[src/rtl/cirq_pkg.sv]
package cirq_pkg;
  localparam int UNIT_LINES = 8;
  localparam int IDX_W      = $clog2(UNIT_LINES);
  localparam int LINE_W     = IDX_W + 1;
  localparam int CASC_LINE  = 2;
  localparam int REMAP_SLOT = 1;
  localparam int VEC_W      = 8;
endpackage

[src/rtl/cirq_prio.sv]
module cirq_prio #(
  parameter int N = cirq_pkg::UNIT_LINES,
  localparam int IW = $clog2(N)
) (
  input  logic [N-1:0]  vec_i,
  output logic          any_o,
  output logic [IW-1:0] idx_o
);
  // lowest set index wins
  always_comb begin
    idx_o = '0;
    for (int i = N - 1; i >= 0; i--) begin
      if (vec_i[i]) idx_o = IW'(i);
    end
  end

  assign any_o = |vec_i;
endmodule

[src/rtl/cirq_unit.sv]
module cirq_unit #(
  parameter int N        = cirq_pkg::UNIT_LINES,
  parameter bit HAS_CASC = 1'b0,
  parameter int CASC_IDX = cirq_pkg::CASC_LINE,
  localparam int IW = $clog2(N)
) (
  input  logic          clk,
  input  logic          rst_n,
  input  logic [N-1:0]  req_i,
  input  logic          casc_req_i,
  input  logic          take_i,
  input  logic          eoi_i,
  input  logic [IW-1:0] eoi_idx_i,
  output logic          int_o,
  output logic [IW-1:0] win_o,
  output logic [N-1:0]  isr_o
);
  localparam logic [IW-1:0] CASC_SEL = IW'(CASC_IDX);
  localparam logic [N-1:0]  ONE      = {{(N-1){1'b0}}, 1'b1};

  logic [N-1:0]  req_q, pend_q, isr_q;
  logic [N-1:0]  pend_n, isr_n, rise, eff_pend, take_mask, eoi_mask;
  logic          pend_en, isr_en;
  logic          p_any, s_any;
  logic [IW-1:0] p_idx, s_idx;

  // next-state logic
  always_comb begin
    rise      = req_i & ~req_q;
    eff_pend  = pend_q;
    if (HAS_CASC) eff_pend[CASC_IDX] = casc_req_i;
    take_mask = take_i ? (ONE << p_idx) : '0;
    eoi_mask  = eoi_i ? (ONE << eoi_idx_i) : '0;
    pend_n    = (pend_q & ~take_mask) | rise;
    if (HAS_CASC) pend_n[CASC_IDX] = 1'b0;
    isr_n     = (isr_q | take_mask) & ~eoi_mask;
    pend_en   = (|rise) | take_i;
    isr_en    = take_i | eoi_i;
  end

  cirq_prio #(.N(N)) u_pend_prio (.vec_i(eff_pend), .any_o(p_any), .idx_o(p_idx));
  cirq_prio #(.N(N)) u_isr_prio  (.vec_i(isr_q),    .any_o(s_any), .idx_o(s_idx));

  // nesting rule: strictly more urgent, or the cascade slot (already nested below)
  always_comb begin
    int_o = p_any && (!s_any || (p_idx < s_idx) ||
            (HAS_CASC && (p_idx == s_idx) && (p_idx == CASC_SEL)));
  end

  assign win_o = p_idx;
  assign isr_o = isr_q;

  // registers
  always_ff @(posedge clk or negedge rst_n) begin
    if (!rst_n) begin
      req_q  <= '0;
      pend_q <= '0;
      isr_q  <= '0;
    end else begin
      req_q <= req_i;
      if (pend_en) pend_q <= pend_n;
      if (isr_en)  isr_q  <= isr_n;
    end
  end
endmodule

[src/rtl/cirq_ack.sv]
module cirq_ack #(
  parameter int IW       = cirq_pkg::IDX_W,
  parameter int VW       = cirq_pkg::VEC_W,
  parameter int CASC_IDX = cirq_pkg::CASC_LINE
) (
  input  logic          clk,
  input  logic          rst_n,
  input  logic          inta_i,
  input  logic          int_i,
  input  logic [IW-1:0] pri_win_i,
  input  logic [IW-1:0] sec_win_i,
  input  logic [VW-1:0] pri_base_i,
  input  logic [VW-1:0] sec_base_i,
  output logic          ack_o,
  output logic          vec_valid_o,
  output logic [VW-1:0] vec_o
);
  logic          inta_q, vld_q;
  logic [VW-1:0] vec_q, vec_n;

  always_comb begin
    ack_o = inta_i & ~inta_q & int_i;
    if (pri_win_i == IW'(CASC_IDX)) vec_n = sec_base_i + VW'(sec_win_i);
    else                            vec_n = pri_base_i + VW'(pri_win_i);
  end

  always_ff @(posedge clk or negedge rst_n) begin
    if (!rst_n) begin
      inta_q <= 1'b0;
      vld_q  <= 1'b0;
      vec_q  <= '0;
    end else begin
      inta_q <= inta_i;
      vld_q  <= ack_o;
      if (ack_o) vec_q <= vec_n;
    end
  end

  assign vec_valid_o = vld_q;
  assign vec_o       = vec_q;
endmodule

[src/rtl/casc_irq_ctrl.sv]
module casc_irq_ctrl #(
  parameter int N  = cirq_pkg::UNIT_LINES,
  parameter int VW = cirq_pkg::VEC_W,
  localparam int IW = $clog2(N),
  localparam int LW = IW + 1
) (
  input  logic          clk,
  input  logic          rst_n,
  input  logic [2*N-1:0] req_i,
  input  logic          remap_en_i,
  input  logic [VW-1:0] pri_base_i,
  input  logic [VW-1:0] sec_base_i,
  input  logic          inta_i,
  input  logic          eoi_i,
  input  logic [LW-1:0] eoi_line_i,
  output logic          int_o,
  output logic          vec_valid_o,
  output logic [VW-1:0] vec_o
);
  localparam int CASC  = cirq_pkg::CASC_LINE;
  localparam int RSLOT = cirq_pkg::REMAP_SLOT;
  localparam logic [N-1:0] ONE = {{(N-1){1'b0}}, 1'b1};

  // reset: asynchronous assert, synchronous release
  logic [1:0] rst_sync_q;
  logic       rst_int_n;
  always_ff @(posedge clk or negedge rst_n) begin
    if (!rst_n) rst_sync_q <= 2'b00;
    else        rst_sync_q <= {rst_sync_q[0], 1'b1};
  end
  assign rst_int_n = rst_sync_q[1];

  logic [N-1:0]  pri_req, sec_req, sec_isr, pri_isr;
  logic          sec_int, pri_int, ack;
  logic [IW-1:0] pri_win, sec_win, eoi_k, pri_eoi_idx;
  logic          eoi_sec, sec_last, pri_eoi, sec_eoi, sec_take;

  // request steering
  always_comb begin
    pri_req       = req_i[N-1:0];
    pri_req[CASC] = 1'b0;
    sec_req       = req_i[2*N-1:N];
    sec_req[RSLOT] = sec_req[RSLOT] | (remap_en_i & req_i[CASC]);
  end

  // end-of-interrupt routing
  always_comb begin
    eoi_sec     = eoi_line_i[LW-1];
    eoi_k       = eoi_line_i[IW-1:0];
    sec_last    = ((sec_isr & ~(ONE << eoi_k)) == '0);
    sec_eoi     = eoi_i & eoi_sec;
    pri_eoi     = eoi_i & (eoi_sec ? sec_last : (eoi_k != IW'(CASC)));
    pri_eoi_idx = eoi_sec ? IW'(CASC) : eoi_k;
    sec_take    = ack & (pri_win == IW'(CASC));
  end

  cirq_unit #(.N(N), .HAS_CASC(1'b0), .CASC_IDX(CASC)) u_sec (
    .clk(clk), .rst_n(rst_int_n), .req_i(sec_req), .casc_req_i(1'b0),
    .take_i(sec_take), .eoi_i(sec_eoi), .eoi_idx_i(eoi_k),
    .int_o(sec_int), .win_o(sec_win), .isr_o(sec_isr)
  );

  cirq_unit #(.N(N), .HAS_CASC(1'b1), .CASC_IDX(CASC)) u_pri (
    .clk(clk), .rst_n(rst_int_n), .req_i(pri_req), .casc_req_i(sec_int),
    .take_i(ack), .eoi_i(pri_eoi), .eoi_idx_i(pri_eoi_idx),
    .int_o(pri_int), .win_o(pri_win), .isr_o(pri_isr)
  );

  cirq_ack #(.IW(IW), .VW(VW), .CASC_IDX(CASC)) u_ack (
    .clk(clk), .rst_n(rst_int_n), .inta_i(inta_i), .int_i(pri_int),
    .pri_win_i(pri_win), .sec_win_i(sec_win),
    .pri_base_i(pri_base_i), .sec_base_i(sec_base_i),
    .ack_o(ack), .vec_valid_o(vec_valid_o), .vec_o(vec_o)
  );

  assign int_o = pri_int;
endmodule

[config.mk]
export PLATFORM = sky130hd
export DESIGN_NAME = casc_irq_ctrl
export DESIGN_NICKNAME = d
export VERILOG_FILES = /design/src/rtl/cirq_pkg.sv /design/src/rtl/cirq_prio.sv /design/src/rtl/cirq_unit.sv /design/src/rtl/cirq_ack.sv /design/src/rtl/casc_irq_ctrl.sv
export SDC_FILE = /design/constraint.sdc
export NUM_CORES = 1
export LEC_CHECK = 0
export ABC_AREA = 1
export ABC_CLOCK_PERIOD_IN_PS = 8610
export BUFFER_PORTS_ARGS = -buffer_cell sky130_fd_sc_hd__buf_2
export CAP_MARGIN = 20
export CORE_ASPECT_RATIO = 0.5
export CORE_MARGIN = 2
export CORE_UTILIZATION = 50
export CTS_CLUSTER_DIAMETER = 150
export DETAILED_ROUTE_END_ITERATION = 10
export PLACE_DENSITY = 0.69
export SYNTH_ARGS = -nofsm -noshare
export SYNTH_HDL_FRONTEND = slang
export SYNTH_HIERARCHICAL = 1
export SYNTH_SLANG_ARGS = --single-unit
export TNS_END_PERCENT = 10
[constraint.sdc]
create_clock -name clk -period 8.61 [get_ports clk]
set_input_delay 0.4305 -clock clk [delete_from_list [all_inputs] [get_ports clk]]
set_output_delay 0.4305 -clock clk [all_outputs]
set_load 0.02 [all_outputs]
=== Yosys cells after proc, flatten, opt, wreduce, memory -nomap -nowiden ===
Index checks and enable logic that the tools add are counted.

* Flip-flop bits (word level): 58
* Output and inout bits: 10
* Word-level logic and storage cells: 105
* Bits of input ports: 41

* Add/sub/neg operators: 2
* Eq/ne operators: 3
* Order comparisons: 2
* Reduce and logical (&&, ||, !) cells: 15
* Mux-type cells: 39
* Bitwise operators: 30
* Shift operators: 4

{| class="wikitable"
|+ Operators with widths
! kind !! number
|-
| 3-bit 2-to-1 mux || 33
|-
| 8-bit AND || 7
|-
| 8-bit NOT || 7
|-
| 8-bit OR reduction || 6
|-
| 8-bit 2-to-1 mux || 5
|-
| 8-bit bitwise OR || 4
|-
| 1-bit by 3-bit left shift with 8-bit output, first input constant || 4
|-
| 8-bit by 3-bit adder with 8-bit output || 2
|-
| 8-bit logical NOT || 1
|-
| 1-bit AND || 6
|-
| 3-bit < comparator || 2
|-
| 1-bit bitwise OR || 5
|-
| 3-bit by 2-bit == test with 1-bit output, second input constant || 1
|-
| 3-bit == test || 1
|-
| 1-bit logical AND || 3
|-
| 1-bit logical OR || 3
|-
| 3-bit by 2-bit != test with 1-bit output, second input constant || 1
|-
| 1-bit logical NOT || 2
|-
| 1-bit 2-to-1 mux || 1
|-
| 1-bit NOT || 1
|}

=== Logic depth before layout (Yosys ltp) ===
Gate-level depths: netlist of the first run.

* Word-level depth: 24
* Gate-level depth with buffers: 31
* Depth with buffers taken out: 31

=== Hierarchy ===
Netlist of the first run, hierarchy kept.

{| class="wikitable"
|+ Modules (own cells, without submodules)
! module !! instances !! cells an instance !! area each (sq um) !! sequential area each (sq um)
|-
| cirq_unit at u_sec || 1 || 104 || 965.9 || 600.6
|-
| cirq_unit at u_pri || 1 || 104 || 925.9 || 550.5
|-
| cirq_ack || 1 || 133 || 888.4 || 250.2
|-
| cirq_prio || 4 || 22 || 98.8 || 0.0
|-
| casc_irq_ctrl || 1 || 38 || 211.5 || 50.0
|}

=== Least setup slack after synthesis of the first run ===
Ideal clock, no wire load.

* Kind: register to register
* From: register u_sec.pend_q[6], in the netlist u_sec/eff_pend[6]
* To: register u_sec.pend_q[7], in the netlist u_sec/eff_pend[7]
* Period minus slack after synthesis: 3.934 ns
* Setup time: 0.129 ns
* Data required time: 8.481 ns
* Stages on the path, launching flop included: 26
* Path buffers: 0
* Slack: 4.676 ns
* Arrival: 3.805 ns
* Path through: dfrtp_1 > or2_1 > nand3_1 > a31oi_1 > ha_1 > nand2_1 > inv_1 > nand2_1 > nand2_1 > a21oi_1 > inv_1 > nand4_1 > nor2_1 > ha_1 > a21oi_1 > nand2_1 > nand3_1 > nand2_1 > inv_1 > nand2_1 > nor2_8 > nand2_1 > nor3_1 > nand2_2 > o21ai_0 > o21ai_0

* Cells in the longest elaborated chain, start to end: 23
* Elaborated cells between the ends (all ways): 30
* Those cells by class: 2 x order compare; 2 x eq/ne; 1 x shift; 11 x mux; 6 x bitwise; 8 x reduce/logical

{| class="wikitable"
|+ Ends and longest elaborated chain
! element !! RTL line !! source
|-
| from (decl) || cirq_unit.sv:21 || <nowiki>logic [N-1:0] req_q, pend_q, isr_q;</nowiki>
|-
| from (signal assigned) || cirq_unit.sv:61 || <nowiki>if (pend_en) pend_q <= pend_n;</nowiki>
|-
| 3-bit 2-to-1 mux * (7 in series) || cirq_prio.sv:13 || <nowiki>if (vec_i[i]) idx_o = IW'(i);</nowiki>
|-
| net sec_win[1] || casc_irq_ctrl.sv:35 || <nowiki>logic [IW-1:0] pri_win, sec_win, eoi_k, pri_eoi_idx;</nowiki>
|-
| 3-bit < comparator * || cirq_unit.sv:46 || <nowiki>int_o = p_any && (!s_any || (p_idx < s_idx) ||</nowiki>
|-
| 1-bit logical OR * || cirq_unit.sv:46 ||
|-
| 1-bit logical AND * || cirq_unit.sv:46 ||
|-
| net sec_int || casc_irq_ctrl.sv:34 || <nowiki>logic sec_int, pri_int, ack;</nowiki>
|-
| 3-bit 2-to-1 mux * (3 in series) || cirq_prio.sv:13 ||
|-
| net pri_win[2] || casc_irq_ctrl.sv:35 ||
|-
| [4 not listed] || n/a ||
|-
| net int_o || casc_irq_ctrl.sv:16 || <nowiki>output logic int_o,</nowiki>
|-
| 1-bit AND * || cirq_ack.sv:22 || <nowiki>ack_o = inta_i & ~inta_q & int_i;</nowiki>
|-
| net ack || casc_irq_ctrl.sv:34 ||
|-
| 1-bit AND * || casc_irq_ctrl.sv:54 || <nowiki>sec_take = ack & (pri_win == IW'(CASC));</nowiki>
|-
| net sec_take || casc_irq_ctrl.sv:36 || <nowiki>logic eoi_sec, sec_last, pri_eoi, sec_eoi, sec_take;</nowiki>
|-
| 8-bit 2-to-1 mux || cirq_unit.sv:32 || <nowiki>take_mask = take_i ? (ONE << p_idx) : '0;</nowiki>
|-
| 8-bit NOT || cirq_unit.sv:34 || <nowiki>pend_n = (pend_q & ~take_mask) | rise;</nowiki>
|-
| 8-bit AND || cirq_unit.sv:34 ||
|-
| 8-bit bitwise OR || cirq_unit.sv:34 ||
|}

The timed path passes the listed nets; every way through them passes the cells marked *.
A chain may end at the register's enable or synchronous reset.

=== Worst setup path in the final report of the first run ===
* From: register u_sec.pend_q[6], in the netlist u_sec/eff_pend[6]
* To: register u_sec.pend_q[3], in the netlist u_sec/eff_pend[3]

* Cells in the longest elaborated chain, start to end: 23
* Elaborated cells between the ends (all ways): 30
* Those cells by class: 2 x order compare; 2 x eq/ne; 1 x shift; 11 x mux; 6 x bitwise; 8 x reduce/logical

{| class="wikitable"
|+ Ends and longest elaborated chain
! element !! RTL line
|-
| 3-bit 2-to-1 mux * (7 in series) || cirq_prio.sv:13
|-
| net sec_win[1] || casc_irq_ctrl.sv:35
|-
| 3-bit < comparator * || cirq_unit.sv:46
|-
| 1-bit logical OR * || cirq_unit.sv:46
|-
| 1-bit logical AND * || cirq_unit.sv:46
|-
| net sec_int || casc_irq_ctrl.sv:34
|-
| 3-bit 2-to-1 mux * (3 in series) || cirq_prio.sv:13
|-
| net pri_win[2] || casc_irq_ctrl.sv:35
|-
| [4 not listed] || n/a
|-
| 1-bit AND * || cirq_ack.sv:22
|-
| net ack || casc_irq_ctrl.sv:34
|-
| 1-bit AND * || casc_irq_ctrl.sv:54
|-
| net sec_take || casc_irq_ctrl.sv:36
|-
| 8-bit 2-to-1 mux || cirq_unit.sv:32
|-
| 8-bit NOT || cirq_unit.sv:34
|-
| 8-bit AND || cirq_unit.sv:34
|-
| 8-bit bitwise OR || cirq_unit.sv:34
|}

Marked as above.

==> key figures, run 1 <==
Drt
  – DRT iter0 DRCs: 147
  – DRT Pass-1 Iters: 5
  – DR vias: 3038
  – WL final: 7220 µm
  – Post-route antenna net violation count: 0
  – WL/cell: 11.5 µm
  – Vias/cell: 4.85
  – DRC: 0

Yosys
  – Post-Syn Instances: 466
  – Syn Nets: 520
  – Mapped Avg Cell Area: 7.26 µm²
  – Total of warnings raised by yosys: 6
  – Post-Syn Area: 0.00338 mm²

Critical path
  – WS Path Type: reg -> reg
  – CP required: 8.81 ns
  – Worst R2R End: u_sec/eff_pend[3]
  – R2R Setup Slk: 4.17 ns
  – Arrival time of the worst setup path: 4.65 ns
  – CP max FO: 14
  – Reg2Reg Depth: 25
  – R2R Path Start: u_sec/eff_pend[6]
  – Worst Setup End Kind: register
  – CP Launch Type: register

Floorplanning
  – Initial Util: 51.1%
  – Die height: 62.2 µm
  – Floorplan core area: 0.00662 mm²
  – Std cell rows: 21
  – Die X-Extent: 120 µm
  – Total I/O pin count: 51
  – Die area: 0.00748 mm²

Timing
  – Worst Skew: 0.00463 ns
  – Fmax: 0.225 GHz
  – Max_slew headroom: 51.3%
  – Tightest Pin Transition: 0.727 ns
  – Final period util: 51.6%
  – Final hold viol count: 0
  – Post-route setup TNS: 0 ns
  – Final setup violation count: 0
  – Min Tclk post-route: 4.44 ns
  – Worst hold slack: 0.215 ns
  – Max Slew Vio Count: 0
  – RSZ-0062 raised after global routing: no

GRT
  – First-pass GRT wire length: 12300 µm
  – Total GRT Usage: 21.2%
  – Initial antenna violation count: 0
  – Largest net degree at the start of global routing: 57
  – Gr ovfl total: 0
  – Vias in the first global route: 2703

Clock tree
  – TritonCTS buffer count: 9
  – Worst skew pair latency: 0.33 ns
  – CTS root buf: clkbuf_16
  – Worst-path clk slew: 0.06 ns
  – H-tree level count: 3
  – CTS Buffer Depth: 2
  – Clk sinks: 58
  – CTS tree: built

Hold path
  – Worst Hold Path Cells: 1
  – Worst hold-check path type: in -> reg
  – Hold Startpoint: req_i[10]
  – Hold EP: u_sec/req_q[2]

Pwr
  – Leak pwr: 2.20 nW
  – Maximum vdd drop: 0.157 mV
  – Cell Pwr Density: 225 mW/mm²

Cells and area
  – Fillcell total: 612
  – P&R area growth vs syn: 21.0%
  – Final net count: 583
  – Final core utilization: 61.8%
  – Area of the multi-input gates: 0.00156 mm²
  – Area taken by flip-flops and latches: 0.00145 mm²
  – Layout cells sized above 1: 16.7%
  – Ant. Diodes: 0
  – Finished Layout Cells: 626

Place
  – GPL Wtd Cong: 0.830
  – Port bufs: 50
  – Post-DP HPWL: 5550 µm
  – Cell count after placement: 609

Outcome
  – Status: completed

Run
  – Maxcap violations: 0
## cells in the final DEF (no fill, tap or decap), types with 4 or more instances in the layout
| master | instances |
|---|---|
| a31oi_1 | 5 |
| ha_1 | 11 |
| o21ai_0 | 35 |
| dfrtp_1 | 57 |
| nand2_2 | 4 |
| clkbuf_16 | 9 |
| a21oi_1 | 21 |
| buf_2 | 50 |
| nand4_1 | 5 |
| nand3_1 | 30 |
| or2_1 | 4 |
| inv_1 | 94 |
| nor2_1 | 51 |
| o21a_1 | 4 |
| nor3_2 | 4 |
| nand2_1 | 115 |
## where the power goes
| part | switching [mW] | internal [mW] |
|---|---|---|
| Clock | 0.131 | 0.255 |
| Combinational | 0.138 | 0.0723 |
| Sequential | 0.0171 | 0.306 |
## flip-flops by register name, summed over array words and instances, names as in the netlist
register / flops
u_ack/vec_o: 8
u_pri/isr_o: 8
u_sec/eff_pend: 8
u_sec/isr_o: 8
u_sec/req_q: 8
u_pri/pend_q: 7
u_pri/req_q: 7
rst_sync_q: 2
u_ack/inta_q: 1
u_ack/vec_valid_o: 1
## layout make-up
class	instances	share of cell area [%]
multi-input combinational	310	38.1
sequential	58	35.5
inverter	98	9.05
timing repair buffer	52	6.54
clock buffer	9	5.50
tap	92	2.81
clock inverter	7	2.48
## worst max-delay path by stage
stage	depth (start not counted)	startpoint	end	slack [ns]
2_1_floorplan	25	u_sec/eff_pend[6]	u_sec/eff_pend[7]	4.68
3_3_place_gp	25	u_sec/eff_pend[6]	u_sec/eff_pend[2]	4.30
3_5_place_dp	25	u_sec/eff_pend[6]	u_sec/eff_pend[7]	4.19
4_1_cts	25	u_sec/eff_pend[6]	u_sec/eff_pend[6]	4.16
5_1_grt	25	u_sec/eff_pend[6]	u_sec/eff_pend[0]	3.66
6_report	25	u_sec/eff_pend[6]	u_sec/eff_pend[3]	4.17
## metrics by stage
step	setup slack (ns)	cell area [µm²]	power, mW
2_1_floorplan	4.68	3380	0.472
5_1_grt	3.66	4090	0.975
4_1_cts	4.16	4090	0.932
6_report	4.17	4090	0.920
3_3_place_gp	4.30	3760	0.535
3_5_place_dp	4.19	3760	0.539
## worst max-delay path, cell delays in order (launching register included)
cell and delay [ns]:
dfrtp_1 0.38, or2_1 0.26, nand3_1 0.08, a31oi_1 0.20, ha_1 0.35, nand2_1 0.04, inv_1 0.05, nand2_1 0.04
nand2_1 0.05, a21oi_1 0.06, inv_1 0.09, nand4_1 0.11, nor2_1 0.50, ha_1 0.36, a21oi_1 0.15, nand2_1 0.06
nand3_1 0.07, nand2_1 0.05, inv_1 0.06, nand2_1 0.12, nor2_8 0.21, nand2_1 0.08, nor3_1 0.41, nand2_2 0.19
o21ai_0 0.22, o21ai_0 0.11
## routing by layer
metal	wire (µm)	global-route usage, %	part of all wire, %
met4	96	7.12	1.3
met1	3610	28.8	50
met2	3070	32.3	42
met3	452	6.80	6.3
met5	0	0	0
## timing repair
item / 4_1_cts / 5_1_grt
hold buffers: 1 / 0
endpoints found under the hold margin: 2 / 0
setup buffers: 0 / 0
gates resized for setup: 0 / 0
(Power assumes the default switching activity.)
==> run 2, diff against run 1 <==
--- a/config.mk
+++ b/config.mk
@@ -6,7 +6,7 @@
 export NUM_CORES = 1
 export LEC_CHECK = 0
 export ABC_AREA = 1
-export ABC_CLOCK_PERIOD_IN_PS = 8610
+export ABC_CLOCK_PERIOD_IN_PS = 3980
 export BUFFER_PORTS_ARGS = -buffer_cell sky130_fd_sc_hd__buf_2
 export CAP_MARGIN = 20
 export CORE_ASPECT_RATIO = 0.5
@@ -14,7 +14,7 @@
 export CORE_UTILIZATION = 50
 export CTS_CLUSTER_DIAMETER = 150
 export DETAILED_ROUTE_END_ITERATION = 10
-export PLACE_DENSITY = 0.69
+export PLACE_DENSITY = 0.72
 export SYNTH_ARGS = -nofsm -noshare
 export SYNTH_HDL_FRONTEND = slang
 export SYNTH_HIERARCHICAL = 1
==> constraint.sdc (replaced) <==
create_clock -name clk -period 3.98 [get_ports clk]
set_input_delay 0.199 -clock clk [delete_from_list [all_inputs] [get_ports clk]]
set_output_delay 0.199 -clock clk [all_outputs]
set_load 0.02 [all_outputs]
==> key figures, run 2 (synthesis gave the netlist of run 1 again) <==
Cells and area
  – Layout cells sized above 1: 17.3%
  – Fillcell total: 614
  – Final net count: 604
  – P&R area growth vs syn: 27.3%
  – Finished Layout Cells: 647
  – Commonest non-fill, non-tap cell in the layout: nand2_1
  – Area taken by flip-flops and latches: 0.00145 mm²
  – Commonest cells after routing, fill and taps aside: nand2_1, inv_1, dfrtp_1
  – Area of the multi-input gates: 0.00158 mm²
  – Ant. Diodes: 0

Drt
  – DRT Pass-1 Iters: 4
  – Post-route antenna net violation count: 0
  – DRT iter0 DRCs: 153
  – WL/cell: 11.9 µm
  – DR vias: 3137
  – Vias/cell: 4.85
  – WL final: 7700 µm
  – DRC: 0

GRT
  – Initial antenna violation count: 0
  – First-pass GRT wire length: 12900 µm
  – Largest net degree at the start of global routing: 57
  – Total GRT Usage: 22.4%
  – Gr ovfl total: 0
  – Vias in the first global route: 2870

Floorplanning
  – Die area: 0.00748 mm²
  – Die X-Extent: 120 µm
  – Die height: 62.2 µm
  – Initial Util: 51.1%
  – Floorplan core area: 0.00662 mm²
  – Total I/O pin count: 51
  – Std cell rows: 21

Critical path
  – Reg2Reg Depth: 24
  – CP required: 4.18 ns
  – CP Launch Type: register
  – WS Path Type: reg -> reg
  – R2R Path Start: u_sec/eff_pend[6]
  – R2R Setup Slk: 0.32 ns
  – Worst Setup End Kind: register
  – Worst R2R End: u_pri/pend_q[6]
  – Crit path capture: u_pri/pend_q[6]
  – Arrival time of the worst setup path: 3.86 ns
  – CP startpoint: u_sec/eff_pend[6]
  – CP max FO: 13

Timing
  – Final period util: 92.0%
  – Tightest Pin Transition: 0.695 ns
  – Final setup violation count: 0
  – Max_slew headroom: 53.7%
  – Worst Skew: 0.00449 ns
  – Max Slew Vio Count: 0
  – Fmax: 0.273 GHz
  – Final hold viol count: 0
  – Min Tclk post-route: 3.66 ns
  – Post-route setup TNS: 0 ns

Place
  – Post-DP HPWL: 5650 µm
  – GPL Wtd Cong: 0.829
  – Port bufs: 50
  – Cell count after placement: 615

Hold path
  – Worst hold-check path type: in -> reg

Clock tree
  – Clk sinks: 58
  – CTS Buffer Depth: 2
  – TritonCTS buffer count: 9
  – CTS root buf: clkbuf_16
  – Worst skew pair latency: 0.33 ns
  – Worst-path clk slew: 0.05 ns
  – CTS tree: built
  – H-tree level count: 3
  – Setup Buffers After CTS: 0

Pwr
  – Cell Pwr Density: 474 mW/mm²
  – Leak pwr: 2.31 nW
  – Maximum vdd drop: 0.228 mV

Run
  – Maxcap violations: 0

Outcome
  – Status: completed
-- run 2: changes by cell type in the layout (fill, tap and decap cells not counted), sizes merged --
| cell | delta |
|---|---|
| inv | -2 |
| dlygate4sd3 | +15 |
| clkbuf | +3 |
| buf | +6 |
| clkinvlp | -2 |
| clkinv | +1 |
-- run 2: report_power, final --
part           total, mW  internal (mW)  switching [mW]
sequential         0.702          0.662          0.0399
clock              0.846          0.581           0.265
combinational      0.493          0.176           0.316
-- run 2: timing repair --
item / 4_1_cts / 5_1_grt
gates resized for setup: 0 / 4
setup endpoints to repair: 0 / 17
endpoints found under the hold margin: 17 / 0
hold buffers: 16 / 0
-- run 2: per-stage QoR --
step	worst slack (ns)	hold slack (ns)	total power [mW]	cell area (µm²)	util (%)
final	0.318	0.0662	2.04	4310	65.0
after global routing	-0.0204	0.0604	2.15	4310	65.0
after CTS	0.146	0.0554	2.06	4290	64.8
after detailed placement	0.161	-0.0147	1.18	3800	57.4
after global placement	0.234	-0.0139	1.17	3800	57.4
after floorplan	0.0457	-0.0966	1.02	3380	-
-- run 2: cell type report --
class / count / area share, %
multi-input cells: 310 / 36.6
flip-flops and latches: 58 / 33.7
repair buffers: 73 / 10.7
inverters: 98 / 8.60
clock buffers: 12 / 5.96
well taps: 92 / 2.67
clock inverters: 4 / 1.71
-- run 2: per-layer routing --
layer | wire length (µm) | vias up | track usage (%)
li1 | - | 1624 | -
met1 | 3700 | 1416 | 30.3
met2 | 3360 | 81 | 33.6
met3 | 499 | 16 | 7.08
met4 | 140 | 0 | 9.16
met5 | 0 | - | 0
-- run 2: how the worst min path moves through the flow --
stage                     cells after the start  slack (ns)      from             end
final                                         2        0.07  req_i[9]  u_sec/req_q[1]
after global routing                          2        0.06  req_i[9]  u_sec/req_q[1]
after CTS                                     2        0.06  req_i[9]  u_sec/req_q[1]
after detailed placement                      1       -0.01     rst_n   rst_sync_q[0]
after global placement                        1       -0.01     rst_n   rst_sync_q[0]
after floorplan                               0        -0.1     rst_n   rst_sync_q[0]
-- run 2: worst max-delay path, stage by stage (launching register included) --
cell and delay (ns):
dfrtp_1 0.38, or2_1 0.25, nor3_2 0.17, nor2_2 0.10
ha_1 0.32, nand2_1 0.08, inv_1 0.04, nand2_1 0.04
nand2_1 0.04, a21oi_1 0.13, inv_1 0.09, nand4_1 0.11
nor2_1 0.07, ha_1 0.32, a21oi_1 0.16, nand2_1 0.07
nand3_1 0.08, nand2_1 0.05, inv_1 0.06, nand2_1 0.12
nor2_8 0.10, buf_4 0.20, nand2_2 0.15, o21ai_0 0.28
o21ai_0 0.13
